## src/rtl/rst_supervisor.sv

```systemverilog
module rst_supervisor #(
  parameter int HOLD_CYCLES = 16,
  parameter int BASE_CYCLES = 40,
  parameter int EXT_FACTOR  = 500,
  parameter int SVC_PERCENT = 94,
  parameter bit ACTIVE_HIGH = 1'b0
) (
  input  logic clk,
  input  logic rst_n,
  input  logic vlow,
  input  logic kick,
  input  logic kick_float,
  input  logic ext_mode,
  input  logic wd_off,
  output logic sys_rst,
  output logic wd_active
);
  localparam int LONG_CYCLES = BASE_CYCLES * EXT_FACTOR;
  localparam int CW = $clog2(LONG_CYCLES + 1);
  localparam int HW = $clog2(HOLD_CYCLES + 1);
  localparam logic [CW-1:0] LIM_N = CW'(BASE_CYCLES - 1);
  localparam logic [CW-1:0] LIM_E = CW'(LONG_CYCLES - 1);
  localparam logic [CW-1:0] SVC_E = CW'((LONG_CYCLES * SVC_PERCENT) / 100);
  localparam logic [HW-1:0] HOLD_LAST = HW'(HOLD_CYCLES - 1);

  logic [1:0] vs_q, ks_q, ms_q, fs_q;
  logic kick_d, mode_d;
  logic rst_act;
  logic [HW-1:0] hold_cnt;
  logic [CW-1:0] wd_cnt;

  always_ff @(posedge clk or negedge rst_n) begin
    if (!rst_n) begin
      vs_q   <= 2'b11;
      ks_q   <= 2'b00;
      ms_q   <= 2'b00;
      fs_q   <= 2'b00;
      kick_d <= 1'b0;
      mode_d <= 1'b0;
    end else begin
      vs_q   <= {vs_q[0], vlow};
      ks_q   <= {ks_q[0], kick};
      ms_q   <= {ms_q[0], ext_mode};
      fs_q   <= {fs_q[0], kick_float};
      kick_d <= ks_q[1];
      mode_d <= ms_q[1];
    end
  end

  wire v_s = vs_q[1];
  wire m_s = ms_q[1];
  wire f_s = fs_q[1];
  wire kick_edge = ks_q[1] ^ kick_d;
  wire mode_edge = m_s ^ mode_d;
  wire [CW-1:0] lim = m_s ? LIM_E : LIM_N;
  wire self_svc = m_s && f_s && (wd_cnt == SVC_E);
  wire wd_clear = kick_edge || mode_edge || self_svc;
  wire wd_expire = !rst_act && !wd_off && !wd_clear && (wd_cnt == lim);

  always_ff @(posedge clk or negedge rst_n) begin
    if (!rst_n) begin
      rst_act  <= 1'b1;
      hold_cnt <= '0;
    end else if (v_s) begin
      rst_act  <= 1'b1;
      hold_cnt <= '0;
    end else if (rst_act) begin
      if (hold_cnt == HOLD_LAST) begin
        rst_act  <= 1'b0;
        hold_cnt <= '0;
      end else begin
        hold_cnt <= hold_cnt + 1'b1;
      end
    end else if (wd_expire) begin
      rst_act  <= 1'b1;
      hold_cnt <= '0;
    end
  end

  always_ff @(posedge clk or negedge rst_n) begin
    if (!rst_n)                               wd_cnt <= '0;
    else if (rst_act || wd_off || wd_clear)   wd_cnt <= '0;
    else if (wd_cnt == lim)                   wd_cnt <= '0;
    else                                      wd_cnt <= wd_cnt + 1'b1;
  end

  assign sys_rst   = ACTIVE_HIGH ? rst_act : !rst_act;
  assign wd_active = !wd_off && !(m_s && f_s);

  AST_LOW_FORCES_RESET: assert property (@(posedge clk) disable iff (!rst_n)
    v_s |=> rst_act);
  AST_HOLD_NOT_SHORT: assert property (@(posedge clk) disable iff (!rst_n)
    (rst_act && !v_s && hold_cnt != HOLD_LAST) |=> rst_act);
  AST_HOLD_ENDS: assert property (@(posedge clk) disable iff (!rst_n)
    (rst_act && !v_s && hold_cnt == HOLD_LAST) |=> !rst_act);
  AST_CNT_CLEAR_IN_RESET: assert property (@(posedge clk) disable iff (!rst_n)
    rst_act |=> wd_cnt == '0);
  AST_KICK_CLEARS: assert property (@(posedge clk) disable iff (!rst_n)
    (kick_edge && !rst_act) |=> (wd_cnt == '0 && !rst_act) || v_s);
  AST_MODE_CLEARS: assert property (@(posedge clk) disable iff (!rst_n)
    mode_edge |=> wd_cnt == '0);
  AST_CNT_BOUND: assert property (@(posedge clk) disable iff (!rst_n)
    !mode_edge |-> wd_cnt <= lim);
  AST_FLOAT_NO_EXPIRE: assert property (@(posedge clk) disable iff (!rst_n)
    (m_s && f_s) |-> !wd_expire);
  AST_OFF_NO_EXPIRE: assert property (@(posedge clk) disable iff (!rst_n)
    wd_off |-> !wd_expire);
endmodule

```

## config.mk

```make
export PLATFORM = sky130hd
export DESIGN_NAME = rst_supervisor
export DESIGN_NICKNAME = d
export VERILOG_FILES = /design/src/rtl/rst_supervisor.sv
export SDC_FILE = /design/constraint.sdc
export NUM_CORES = 1
export LEC_CHECK = 0
export BUFFER_PORTS_ARGS = -buffer_cell sky130_fd_sc_hd__buf_2
export CAP_MARGIN = 20
export CORE_MARGIN = 2
export CORE_UTILIZATION = 25
export DETAILED_ROUTE_END_ITERATION = 12
export PLACE_DENSITY = 0.44
export SLEW_MARGIN = 20
export SYNTH_ARGS = -nofsm -noshare
export SYNTH_HDL_FRONTEND = slang
export SYNTH_SLANG_ARGS = --single-unit
```

## constraint.sdc

```tcl
create_clock -name clk -period 4.3 [get_ports clk]
set_input_delay 0.645 -clock clk [delete_from_list [all_inputs] [get_ports clk]]
set_output_delay 0.645 -clock clk [all_outputs]
set_load 0.02 [all_outputs]
```

After elaboration in Yosys (flattened, before gate mapping)
Cells that the tools add are included.
{"block": "word_totals", "register_bits": 31, "output_inout_bits": 2, "word_cells": 42}
{"block": "op_classes", "mux": 11, "eq_ne": 3, "n_reduce_logical": 15, "n_bitwise": 2, "addsub": 2}
{"op": "15-bit 2-to-1 mux", "n": 3}
{"op": "5-bit 2-to-1 mux", "n": 4}
{"op": "15-bit by 1-bit adder with 15-bit output (second input constant)", "n": 1}
{"op": "15-bit equality test", "n": 1}
{"op": "15-bit equality test (second input constant)", "n": 1}
{"op": "1-bit logical AND", "n": 6}
{"op": "5-bit by 1-bit adder with 5-bit output (second input constant)", "n": 1}
{"op": "5-bit by 4-bit equality test with 1-bit output (second input constant)", "n": 1}
{"op": "1-bit logical NOT", "n": 4}
{"op": "1-bit logical OR", "n": 4}
{"op": "1-bit 2-to-1 mux", "n": 4}
{"op": "3-bit nonzero test", "n": 1}
{"op": "1-bit bitwise XOR", "n": 2}

Longest topological paths before layout
Gate-level depths: netlist of run 1.
{"block": "depth", "depth_word": 9, "depth_mapped": 7, "depth_no_buf": 6}

Least setup slack after synthesis of run 1
No wires, ideal clock.
{"block": "synth_timing", "path_type": "register to register", "start": "register wd_cnt[12]", "end": "register wd_cnt[10]", "setup_slack_ns": 2.506, "path_stages_with_launch": 6, "setup_time_ns": 0.123, "period_less_slack_ns": 1.794, "arrival_ns": 1.672, "cell_sequence": "dfrtp_1 > or3_1 > or4_1 > o21ai_2 > buf_4 > nor3_1"}
{"block": "synth_between", "elab_chain_cells": 5, "elab_cells_between_ends": 7}
{"element": "start: declaration", "line_no": "30", "rtl": "logic [CW-1:0] wd_cnt;"}
{"element": "start signal: assignment", "line_no": "84", "rtl": "else wd_cnt <= wd_cnt + 1'b1;"}
{"element": "15-bit equality test", "line_no": "56", "rtl": "wire self_svc = m_s && f_s && (wd_cnt == SVC_E);"}
{"element": "1-bit logical AND", "line_no": "56"}
{"element": "1-bit logical OR", "line_no": "57", "rtl": "wire wd_clear = kick_edge || mode_edge || self_svc;"}
{"element": "1-bit logical OR", "line_no": "82", "rtl": "else if (rst_act || wd_off || wd_clear) wd_cnt <= '0;"}
{"element": "15-bit 2-to-1 mux *", "line_no": "82"}
Mark *: on every way between the ends. The rest lies on a longest branch, timed or not.
A chain may end at the register's enable or synchronous reset.

Final worst setup path of run 1
{"block": "layout_timing", "start": "register wd_cnt[11]", "end": "register hold_cnt[0]"}
{"block": "layout_between", "elab_chain_cells": 7, "elab_cells_between_ends": 8}
{"element": "15-bit equality test", "line_no": "56"}
{"element": "1-bit logical AND", "line_no": "56"}
{"element": "1-bit logical OR", "line_no": "57"}
{"element": "1-bit logical NOT", "line_no": "58", "rtl": "wire wd_expire = !rst_act && !wd_off && !wd_clear && (wd_cnt == lim);"}
{"element": "1-bit logical AND", "line_no": "58"}
{"element": "1-bit logical AND *", "line_no": "58"}
{"element": "3-bit nonzero test (no source line) *"}
{"element": "end signal: assignment", "line_no": "72", "rtl": "hold_cnt <= hold_cnt + 1'b1;"}
{"element": "end: declaration", "line_no": "29", "rtl": "logic [HW-1:0] hold_cnt;"}
Marks and branches as above.

==> qor.tcl, run 1 <==
set qor(outcome) {complete, no violations}
set qor(syn-num-nets) 146
set qor(drt_iter0_drc) 49
set qor(setup_repair_after_global_routing_missed_its_margin) {false}
set qor(timing.clock.skew_ns) 0.00495
set qor(first_global_vias) 1040
set qor(worst-slew-pin-transition_ns) 0.728
set qor(remaining_drc_errors) 0
set qor(layout.cells.most_common_list) {sky130_fd_sc_hd__dfrtp_1 (28), sky130_fd_sc_hd__nor3_1 (15), sky130_fd_sc_hd__xnor2_1 (9)}
set qor(critical_path_required_ns) 4.42
set qor(firstDrtPassIters) 4
set qor(die_width_um) 80.8
set qor(clock_sink_count) 31
set qor(diodes) 0
set qor(clockPowerShare_pct) 41.6
set qor(achievable-frequency_mhz) 475
set qor(grt_pass1_wl_um) 5050
set qor(clkLatencyLatePin_ns) 0.27
set qor(ys_async_sr_fraction_pct) 100
set qor(synthesized_area_divided_by_synthesized_cell_count_sq_um) 10.8
set qor(grt_max_degree) 32
set qor(minimum_setup_slack_after_placement_ns) 2.20
set qor(dp_hpwl_um) 1990
set qor(ys_types) 34
set qor(synth_area_sq_um) 1470
set qor(critical_setup_path_class) {reg -> reg}
set qor(seq_area_frac_synth_pct) 52.9
set qor(start_kind) {flip-flop}
set qor(power_frac_seq_pct) 55.0
set qor(mostFrequentLayoutCell) {sky130_fd_sc_hd__dfrtp_1}
set qor(final_core_util_pct) 29.9
set qor(layout.nets) 157
set qor(area.growth.synth_to_final_pct) 13.6
set qor(cts_root_buffer) {sky130_fd_sc_hd__clkbuf_8}
set qor(finalSetupTns_ns) 0
set qor(post-route-period-util_pct) 49.0
set qor(tritoncts) {done}
set qor(start_util_pct) 26.3
set qor(io-pin-count) 9
set qor(worst-path-max-fanout) 19
set qor(switch_share_pct) 21.5
set qor(power.net_switching_uw) 120
set qor(ant_nets) 0
set qor(antenna_found_initial) 0
set qor(resized_gates_after_cts) 0
set qor(cts-hold-fix-buffers) 0
set qor(grt-ovfl-total) 0
set qor(min_period_ns) 2.11
set qor(cts_setup_buffers) 0
set qor(hp-class) {reg -> reg}
set qor(rows) 27
set qor(cts-root-to-sink-buffers) 2
set qor(routed_wirelength_um) 2870
set qor(floorplan.die_area_sq_um) 6530
set qor(power_per_cell_area_nw_per_um2) 332
set qor(setup_viol_count_final) 0
set qor(post_dr_wirelength_cell_um) 13.0
set qor(power_leakage_nw) 0.616
set qor(numCtsBuffers) 5
set qor(count_of_vias_placed_by_the_detailed_router) 1043
set qor(grt_use_total_pct) 10.1
set qor(numPortBuffers) 8
set qor(cts.htree.levels) 2
set qor(fin_ws_ns) 2.19
set qor(postSynthRegisterBits) 31
set qor(worst_ir_drop_on_vdd_v) 0.000142
set qor(internal_power_uw) 436
set qor(worstPathArrival_ns) 2.23
set qor(post_synth_edffs) 0
set qor(chipHeight_um) 80.8
set qor(reg_clk_slew_reported_paths_ns) 0.07
set qor(place_congestion) 0.819
set qor(syn-instance-count) 136
set qor(slew-limit-headroom_pct) 51.4
set qor(slew_viol_final) 0
set qor(routed_via_density) 4.74
set qor(combPwrFrac_pct) 3.4
set qor(hold_violations) 0
set qor(number_of_warnings_reported_in_the_yosys_synthesis_log) 0
set qor(post_route_cells_drive_above_1_share_pct) 16.2
set qor(fin_worst_hold_slack_ns) 0.351
set qor(number_of_filler_cells_placed_in_the_layout) 612
set qor(coreArea_sq_um) 5610
set qor(crit_path_end_kind) {flip-flop}
set qor(drv_cap) 0
set qor(dominant_synthesized_flop_cell) {sky130_fd_sc_hd__dfrtp_1}
[area by class of cell]
type | instances | area [sq um] | share of cell area [%]
sequential | 31 | 779 | 46.6
inverter | 8 | 30.0 | 1.79
clock inverter | 1 | 5.00 | 0.299
timing repair buffer | 8 | 40.0 | 2.39
multi-input combinational | 93 | 643 | 38.4
clock buffer | 7 | 86.3 | 5.16
tap | 72 | 90.1 | 5.38
[path summary, 6_finish.rpt]
check,slack [ns],endpoint,startpoint,cells after the start
min reg2reg,0.35,ms_q[1]$_DFF_PN0_,ms_q[0]$_DFF_PN0_,0
max reg2reg,2.19,hold_cnt[0]$_DFFE_PN0P_,wd_cnt[11]$_DFF_PN0_,4
max in group asynchronous,3.45,wd_cnt[9]$_DFF_PN0_,rst_n,1
max,2.19,hold_cnt[0]$_DFFE_PN0P_,wd_cnt[11]$_DFF_PN0_,4
min,0.35,ms_q[1]$_DFF_PN0_,ms_q[0]$_DFF_PN0_,0
min in group asynchronous,0.41,wd_cnt[6]$_DFF_PN0_,rst_n,1
[cells in the mapped netlist (2+ instances only)]
| cell | number | area, sq um |
|---|---|---|
| sky130_fd_sc_hd__nand3_1 | 7 | 35.0 |
| sky130_fd_sc_hd__nor4_1 | 4 | 25.0 |
| sky130_fd_sc_hd__dfrtp_1 | 28 | 701 |
| sky130_fd_sc_hd__xor2_1 | 5 | 43.8 |
| sky130_fd_sc_hd__nand2_1 | 5 | 18.8 |
| sky130_fd_sc_hd__ha_1 | 3 | 37.5 |
| sky130_fd_sc_hd__o32a_1 | 2 | 20.0 |
| sky130_fd_sc_hd__a211oi_2 | 2 | 25.0 |
| sky130_fd_sc_hd__xnor2_1 | 9 | 78.8 |
| sky130_fd_sc_hd__nand3b_1 | 5 | 37.5 |
| sky130_fd_sc_hd__o21ai_0 | 8 | 40.0 |
| sky130_fd_sc_hd__nor2_1 | 6 | 22.5 |
| sky130_fd_sc_hd__o21bai_1 | 2 | 15.0 |
| sky130_fd_sc_hd__buf_2 | 2 | 10.0 |
| sky130_fd_sc_hd__nand4_1 | 2 | 12.5 |
| sky130_fd_sc_hd__nor3_1 | 15 | 75.1 |
| sky130_fd_sc_hd__inv_1 | 8 | 30.0 |
| sky130_fd_sc_hd__nand4b_1 | 2 | 17.5 |
| sky130_fd_sc_hd__or3_1 | 4 | 25.0 |
| sky130_fd_sc_hd__dfstp_2 | 3 | 78.8 |
[metrics by stage]
step | instance area, sq um | power, mW | std cells
after floorplan | 1470 | 0.319 | 136
after global placement | 1580 | 0.330 | 212
after detailed placement | 1580 | 0.331 | 212
after CTS | 1670 | 0.565 | 220
after global routing | 1670 | 0.585 | 220
final | 1670 | 0.556 | 220
[power by group through the flow]
stage | combinational (mW) | sequential [mW] | clock, mW
global placement | 0.0195 | 0.311 | 0
detailed placement | 0.0198 | 0.311 | 0
CTS | 0.0200 | 0.306 | 0.240
finish | 0.0191 | 0.306 | 0.231
floorplan | 0.0102 | 0.309 | 0
global route | 0.0226 | 0.307 | 0.255
[critical path, cell delays in order (launching register included)]
cell and delay, ns:
sky130_fd_sc_hd__dfrtp_1 0.44, sky130_fd_sc_hd__or4b_1 0.53, sky130_fd_sc_hd__nor3_1 0.17, sky130_fd_sc_hd__o21a_1 0.62, sky130_fd_sc_hd__o21ai_0 0.19
[flip-flops by register name, indices dropped and copies added, names as in the netlist]
name,count
fs_q,2
hold_cnt,5
kick_d,1
ks_q,2
mode_d,1
ms_q,2
rst_act,1
vs_q,2
wd_cnt,15
[layer usage]
| layer | track usage [%] | share of wire, % | vias up |
|---|---|---|---|
| met5 | 0 | 0 | - |
| met4 | 2.54 | 0.49 | 0 |
| met3 | 3.33 | 4.0 | 3 |
| met2 | 15.6 | 47 | 23 |
| met1 | 13.7 | 48 | 499 |
| li1 | - | - | 518 |
[logic make-up (layout without fill, tap and decap cells)]
| logic type | after synthesis | after routing | share of synthesized area [%] |
|---|---|---|---|
| flops | 31 | 31 | 52.9 |
| xor+xnor | 14 | 14 | 8.32 |
| simple gates | 56 | 56 | 23.0 |
| fa+ha+maj | 3 | 3 | 2.55 |
| buf+inv | 12 | 24 | 3.48 |
| compound gates | 20 | 20 | 9.76 |
(Power assumes the default switching activity.)
==> inputs of run 2 (changes only) <==
==> constraint.sdc (replaced) <==
create_clock -name clk -period 2.2 [get_ports clk]
set_input_delay 0.33 -clock clk [delete_from_list [all_inputs] [get_ports clk]]
set_output_delay 0.33 -clock clk [all_outputs]
set_load 0.02 [all_outputs]
==> qor.tcl, run 2 (synthesis gave the netlist of run 1 again) <==
set qor(setup_viol_count_final) 0 ;# unchanged
set qor(grt_use_met3_pct) 3.00 ;# -0.33 points
set qor(resized_gates_after_cts) 0 ;# unchanged
set qor(globalRouteMet2Util_pct) 16.0 ;# +0.42 points
set qor(post_dr_wirelength_cell_um) 13.4 ;# +3.0%
set qor(cts.htree.levels) 2 ;# unchanged
set qor(critical_setup_path_class) {reg -> reg}
set qor(worst_ir_drop_on_vdd_v) 0.000297 ;# +110%
set qor(chipHeight_um) 80.8 ;# unchanged
set qor(power_leakage_nw) 0.631 ;# +2.4%
set qor(post_route_cells_drive_above_1_share_pct) 18.5 ;# +2.3 points
set qor(setup_repair_after_global_routing_missed_its_margin) {false}
set qor(firstDrtPassIters) 4 ;# unchanged
set qor(grt_use_total_pct) 10.5 ;# +0.42 points
set qor(stdcell_count) 223 ;# +1.4%
set qor(first_global_vias) 1111 ;# +6.8%
set qor(antenna_found_initial) 0 ;# unchanged
set qor(outcome) {complete, no violations}
set qor(worstPathArrival_ns) 2.02 ;# -0.21 ns
set qor(io-pin-count) 9 ;# unchanged
set qor(grt_max_degree) 32 ;# unchanged
set qor(worstReg2RegStart) {wd_cnt[5]$_DFF_PN0_}
set qor(slew-limit-headroom_pct) 53.6 ;# +2.2 points
set qor(layout.nets) 160 ;# +1.9%
set qor(tritoncts) {done}
set qor(routed_via_density) 4.74 ;# about the same
set qor(crit_path_cell_trace) {nand3_2, or4_4, or3_1, a211oi_2}
set qor(cts_setup_buffers) 0 ;# unchanged
set qor(hold_violations) 0 ;# unchanged
set qor(finalPower_mw) 1.06 ;# +91%
set qor(coreArea_sq_um) 5610 ;# unchanged
set qor(grt.busiest_layer) {met2}
set qor(remaining_drc_errors) 0 ;# unchanged
set qor(grt_pass1_wl_um) 5380 ;# +6.4%
set qor(mostFrequentLayoutCell) {sky130_fd_sc_hd__dfrtp_1}
set qor(cell_with_the_biggest_individual_delay_on_the_critical_path) {sky130_fd_sc_hd__or4_4}
set qor(cts-root-to-sink-buffers) 2 ;# unchanged
set qor(clkLatencyLatePin_ns) 0.28 ;# about the same
set qor(floorplan.die_area_sq_um) 6530 ;# unchanged
set qor(top_register) {wd_cnt}
set qor(critical_path.max_stage_delay_ns) 0.57 ;# -0.05 ns
set qor(largest_register_ff_count) 15 ;# unchanged
set qor(power_per_cell_area_nw_per_um2) 627 ;# +89%
set qor(diodes) 0 ;# unchanged
set qor(critical_path_required_ns) 2.40 ;# -2.02 ns
set qor(reg_clk_slew_reported_paths_ns) 0.07 ;# about the same
set qor(hp-class) {in -> async}
set qor(clock_sink_count) 31 ;# unchanged
set qor(rows) 27 ;# unchanged
set qor(critical_path.startpoint) {wd_cnt[5]$_DFF_PN0_}
set qor(dp_hpwl_um) 2090 ;# +5.0%
set qor(numPortBuffers) 8 ;# unchanged
set qor(grtUsageMet1_pct) 14.8 ;# +1.1 points
set qor(min_period_ns) 1.83 ;# -0.278 ns
set qor(worst-slew-pin-transition_ns) 0.695 ;# -0.0329 ns
set qor(achievable-frequency_mhz) 547 ;# +15%
set qor(cts-hold-fix-buffers) 0 ;# unchanged
set qor(die_width_um) 80.8 ;# unchanged
set qor(worst-path-max-fanout) 7 ;# -12
set qor(start_util_pct) 26.3 ;# unchanged
set qor(post-route-period-util_pct) 83.1 ;# +34 points
set qor(crit_path_end_kind) {flip-flop}
set qor(layout.cells.most_common_list) {sky130_fd_sc_hd__dfrtp_1 (28), sky130_fd_sc_hd__nor3_1 (15), sky130_fd_sc_hd__xnor2_1 (9)}
set qor(numCtsBuffers) 5 ;# unchanged
set qor(layout_top_registers) {wd_cnt: 15 flops, hold_cnt: 5 flops}
set qor(finalSetupTns_ns) 0 ;# unchanged
set qor(number_of_filler_cells_placed_in_the_layout) 623 ;# +1.8%
set qor(grt-ovfl-total) 0 ;# unchanged
set qor(place.detailed.instances) 215 ;# +1.4%
set qor(count_of_vias_placed_by_the_detailed_router) 1058 ;# +1.4%
set qor(drt_iter0_drc) 50 ;# +2.0%
set qor(start_kind) {flip-flop}
set qor(timing.clock.skew_ns) 0.00554 ;# +0.000589 ns
set qor(cts_root_buffer) {sky130_fd_sc_hd__clkbuf_8}
set qor(area.growth.synth_to_final_pct) 14.6
set qor(routed_wirelength_um) 2990 ;# +4.4%
set qor(slew_viol_final) 0 ;# unchanged
set qor(place_congestion) 0.812 ;# -0.92%
set qor(drv_cap) 0 ;# unchanged
set qor(ant_nets) 0 ;# unchanged
-- run 2: changes by cell type in the layout (fill, tap and decap cells not counted), sizes merged --
cell / delta
clkbuf: -2
buf: +3
clkinv: +2
-- run 2: routing by layer --
layer	vias to the layer above	wire, um
li1	522	-
met5	-	0
met4	0	18
met3	3	81
met2	11	1420
met1	522	1480
-- run 2: final timing paths --
check,to,slack [ns],cells past startpoint
worst max-delay path,wd_cnt[13]$_DFF_PN0_,0.37,4
worst min-delay path,wd_cnt[7]$_DFF_PN0_,0.09,1
worst max register to register,wd_cnt[13]$_DFF_PN0_,0.37,4
worst min register to register,ms_q[1]$_DFF_PN0_,0.35,0
max in group asynchronous,hold_cnt[4]$_DFFE_PN0P_,1.65,1
min in group clk,vs_q[0]$_DFF_PN1_,0.15,1
-- run 2: per-stage QoR --
step / util (%) / area [sq um] / hold WS [ns] / setup slack (ns)
after detailed placement: 28.6 / 1610 / 0.340 / 0.389
after CTS: 30.1 / 1690 / 0.112 / 0.371
after global placement: 28.6 / 1610 / 0.331 / 0.401
after floorplan: - / 1470 / 0.0344 / 0.406
final: 30.1 / 1690 / 0.0907 / 0.373
after global routing: 30.1 / 1690 / 0.139 / 0.266
-- run 2: where the power goes --
part	leakage [nW]	total [mW]	internal, mW	switching (mW)
sequential	0.402	0.598	0.586	0.0121
combinational	0.181	0.0371	0.0149	0.0222
clock	0.0477	0.424	0.216	0.209
-- run 2: area by class of cell --
| type | count | area [sq um] | share of cell area (%) |
|---|---|---|---|
| Clock buffer | 5 | 68.8 | 4.07 |
| Clock inverter | 3 | 15.0 | 0.889 |
| Inverter | 8 | 30.0 | 1.78 |
| Multi-Input combinational cell | 93 | 643 | 38.1 |
| Sequential cell | 31 | 779 | 46.1 |
| Tap cell | 72 | 90.1 | 5.33 |
| Timing Repair Buffer | 11 | 62.6 | 3.70 |
-- run 2: critical path: cells and delay by family, from the launching register on --
kind / cells / cell delay (ns)
AND/OR/NAND/NOR: 3 / 1.06
AO/OA/AOI/OAI: 1 / 0.21
flip-flops: 1 / 0.48
==> inputs of run 3 (changes only) <==
--- a/config.mk
+++ b/config.mk
@@ -10,7 +10,7 @@
 export CORE_MARGIN = 2
 export CORE_UTILIZATION = 25
 export DETAILED_ROUTE_END_ITERATION = 12
-export PLACE_DENSITY = 0.44
+export PLACE_DENSITY = 0.45
 export SLEW_MARGIN = 20
 export SYNTH_ARGS = -nofsm -noshare
 export SYNTH_HDL_FRONTEND = slang
==> constraint.sdc (replaced) <==
create_clock -name clk -period 1.59 [get_ports clk]
set_input_delay 0.2385 -clock clk [delete_from_list [all_inputs] [get_ports clk]]
set_output_delay 0.2385 -clock clk [all_outputs]
set_load 0.02 [all_outputs]
==> qor.tcl, run 3 (synthesis gave the netlist of run 1 again) <==
set qor(failing_checks) {hold timing, setup timing}
set qor(minimum_setup_slack_after_placement_ns) -0.155 ;# -0.544 ns
set qor(antenna_found_initial) 0 ;# unchanged
set qor(rows) 27 ;# unchanged
set qor(slew_viol_final) 0 ;# unchanged
set qor(grt_pass1_wl_um) 5390 ;# +0.24%
set qor(timing.reg2reg.worst_path_depth) 5 ;# +1
set qor(timing.clock.skew_ns) 0.00403 ;# -0.00151 ns
set qor(clkLatencyLatePin_ns) 0.27 ;# about the same
set qor(numPortBuffers) 8 ;# unchanged
set qor(mostFrequentLayoutCell) {sky130_fd_sc_hd__buf_4}
set qor(hold_violations) 5 ;# +5
set qor(critical_path_required_ns) 1.75 ;# -0.65 ns
set qor(die_width_um) 80.8 ;# unchanged
set qor(reg_clk_slew_reported_paths_ns) 0.06 ;# about the same
set qor(routed_wirelength_um) 3160 ;# +5.6%
set qor(floorplan.die_area_sq_um) 6530 ;# unchanged
set qor(layout.nets) 189 ;# +18%
set qor(largest_register_ff_count) 15 ;# unchanged
set qor(area.growth.synth_to_final_pct) 34.9
set qor(post-route-period-util_pct) 107 ;# +24 points
set qor(remaining_drc_errors) 0 ;# unchanged
set qor(hp-class) {in -> async}
set qor(power_per_cell_area_nw_per_um2) 759 ;# +21%
set qor(io-pin-count) 9 ;# unchanged
set qor(globalRouteMet2Util_pct) 18.7 ;# +2.7 points
set qor(firstDrtPassIters) 4 ;# unchanged
set qor(cts-hold-fix-buffers) 0 ;# unchanged
set qor(dp_hpwl_um) 2410 ;# +15%
set qor(power_leakage_nw) 0.797 ;# +26%
set qor(cts.htree.levels) 2 ;# unchanged
set qor(count_of_vias_placed_by_the_detailed_router) 1151 ;# +8.8%
set qor(grtUsageMet1_pct) 13.3 ;# -1.5 points
set qor(postPlaceCellArea_sq_um) 1820 ;# +13%
set qor(layout_top_registers) {wd_cnt: 15 flops, hold_cnt: 5 flops}
set qor(grt-ovfl-total) 0 ;# unchanged
set qor(crit_path_cell_trace) {or3_4, or4_4, o21ai_4, buf_6, nor3_2}
set qor(worstPathArrival_ns) 1.86 ;# -0.16 ns
set qor(grt_use_total_pct) 10.8 ;# +0.33 points
set qor(cell_with_the_biggest_individual_delay_on_the_critical_path) {sky130_fd_sc_hd__or4_4}
set qor(drt_iter0_drc) 30 ;# -40%
set qor(fin_ws_ns) -0.111 ;# -0.484 ns
set qor(post_dr_wirelength_cell_um) 12.5 ;# -6.5%
set qor(outcome) {finished with violations}
set qor(first_global_vias) 1194 ;# +7.5%
set qor(post_route_cells_drive_above_1_share_pct) 37.8 ;# +19 points
set qor(setup_repair_after_global_routing_missed_its_margin) {true}
set qor(grt.busiest_layer) {met2}
set qor(critical_path.max_stage_delay_ns) 0.44 ;# -0.13 ns
set qor(diodes) 0 ;# unchanged
set qor(top_register) {wd_cnt}
set qor(place_congestion) 0.768 ;# -5.4%
set qor(reg2reg_setup_slack_ns) -0.11 ;# -0.48 ns
set qor(finalPower_mw) 1.51 ;# +42%
set qor(achievable-frequency_mhz) 588 ;# +7.4%
set qor(critical_path.startpoint) {wd_cnt[13]$_DFF_PN0_}
set qor(place.detailed.instances) 242 ;# +13%
set qor(worst-path-max-fanout) 7 ;# unchanged
set qor(clock_sink_count) 31 ;# unchanged
set qor(worstReg2RegStart) {wd_cnt[13]$_DFF_PN0_}
set qor(chipHeight_um) 80.8 ;# unchanged
set qor(grt_use_met3_pct) 3.33 ;# +0.33 points
set qor(crit_path_end_kind) {flip-flop}
set qor(coreArea_sq_um) 5610 ;# unchanged
set qor(numCtsBuffers) 5 ;# unchanged
set qor(slew-limit-headroom_pct) 55.4 ;# +1.7 points
set qor(fin_worst_hold_slack_ns) -0.00430 ;# -0.0950 ns
set qor(start_util_pct) 26.3 ;# unchanged
set qor(start_kind) {flip-flop}
set qor(layout.cells.most_common_list) {sky130_fd_sc_hd__buf_4 (29), sky130_fd_sc_hd__dfrtp_1 (28), sky130_fd_sc_hd__nor3_1 (9), sky130_fd_sc_hd__xnor2_1 (9)}
set qor(min_period_ns) 1.70 ;# -0.126 ns
set qor(ant_nets) 0 ;# unchanged
set qor(worst_ir_drop_on_vdd_v) 0.000442 ;# +49%
set qor(routed_via_density) 4.57 ;# -3.7%
set qor(worst-slew-pin-transition_ns) 0.669 ;# -0.0262 ns
set qor(timing.rr.end) {wd_cnt[3]$_DFF_PN0_}
set qor(final_core_util_pct) 35.5 ;# +5.3 points
set qor(critical_path.endpoint) {wd_cnt[3]$_DFF_PN0_}
set qor(critical_setup_path_class) {reg -> reg}
set qor(tritoncts) {done}
set qor(grt_max_degree) 32 ;# unchanged
set qor(setup_viol_count_final) 21 ;# +21
set qor(drv_cap) 0 ;# unchanged
set qor(fin_area_sq_um) 1990 ;# +18%
set qor(cts_root_buffer) {sky130_fd_sc_hd__clkbuf_8}
set qor(stdcell_count) 252 ;# +13%
set qor(cts-root-to-sink-buffers) 2 ;# unchanged
==> run 3: through the flow <==
step	hold slack (ns)	TNS, ns
after global placement	0.310	-2.40
final	-0.00430	-2.15
after CTS	0.0241	-2.07
after floorplan	-0.0571	-1.57
after detailed placement	0.322	-2.72
after global routing	0.0422	-3.66
==> run 3: layer usage <==
metal / part of all wire (%) / vias to the layer above / wire, um
li1: - / 574 / -
met2: 51 / 8 / 1610
met5: 0 / - / 0
met3: 2.4 / 0 / 76
met1: 47 / 569 / 1480
met4: 0 / 0 / 0
==> run 3: area by class of cell <==
cell class / count / area (sq um)
well taps: 72 / 90.1
clock buffers: 7 / 86.3
multi-input cells: 93 / 706
fillers: 605 / 3620
clock inverters: 1 / 5.00
repair buffers: 40 / 292
flip-flops and latches: 31 / 779
inverters: 8 / 30.0
==> run 3: power breakdown <==
group / internal (mW) / switching, mW / total, mW
Combinational: 0.0208 / 0.0315 / 0.0524
Clock: 0.349 / 0.281 / 0.630
Sequential: 0.810 / 0.0164 / 0.827
Total: 1.18 / 0.329 / 1.51
==> run 3: how the worst min path moves through the flow <==
stage	start	end	slack, ns	cells after the start
after floorplan	rst_n	fs_q[0]$_DFF_PN0_	-0.06	0
after global placement	rst_n	wd_cnt[6]$_DFF_PN0_	0.31	1
after detailed placement	rst_n	wd_cnt[5]$_DFF_PN0_	0.32	1
after CTS	rst_n	wd_cnt[5]$_DFF_PN0_	0.02	1
after global routing	vlow	vs_q[0]$_DFF_PN1_	0.04	1
final	rst_n	wd_cnt[5]$_DFF_PN0_	-0.004	1
==> run 3: timing repair <==
item / CTS / global route
resized for setup: 12 / 4
setup buffers: 2 / 0
endpoints found under the setup margin: 21 / 21
pin swaps: 6 / 1
==> run 3: critical path: cells and delay by family (launching register included) <==
family                 cells  cell delay (ns)
AOI/OAI and AO/OA          1             0.16
and+or+nand+nor            3             0.89
buffers and inverters      1             0.16
DFF                        1             0.38
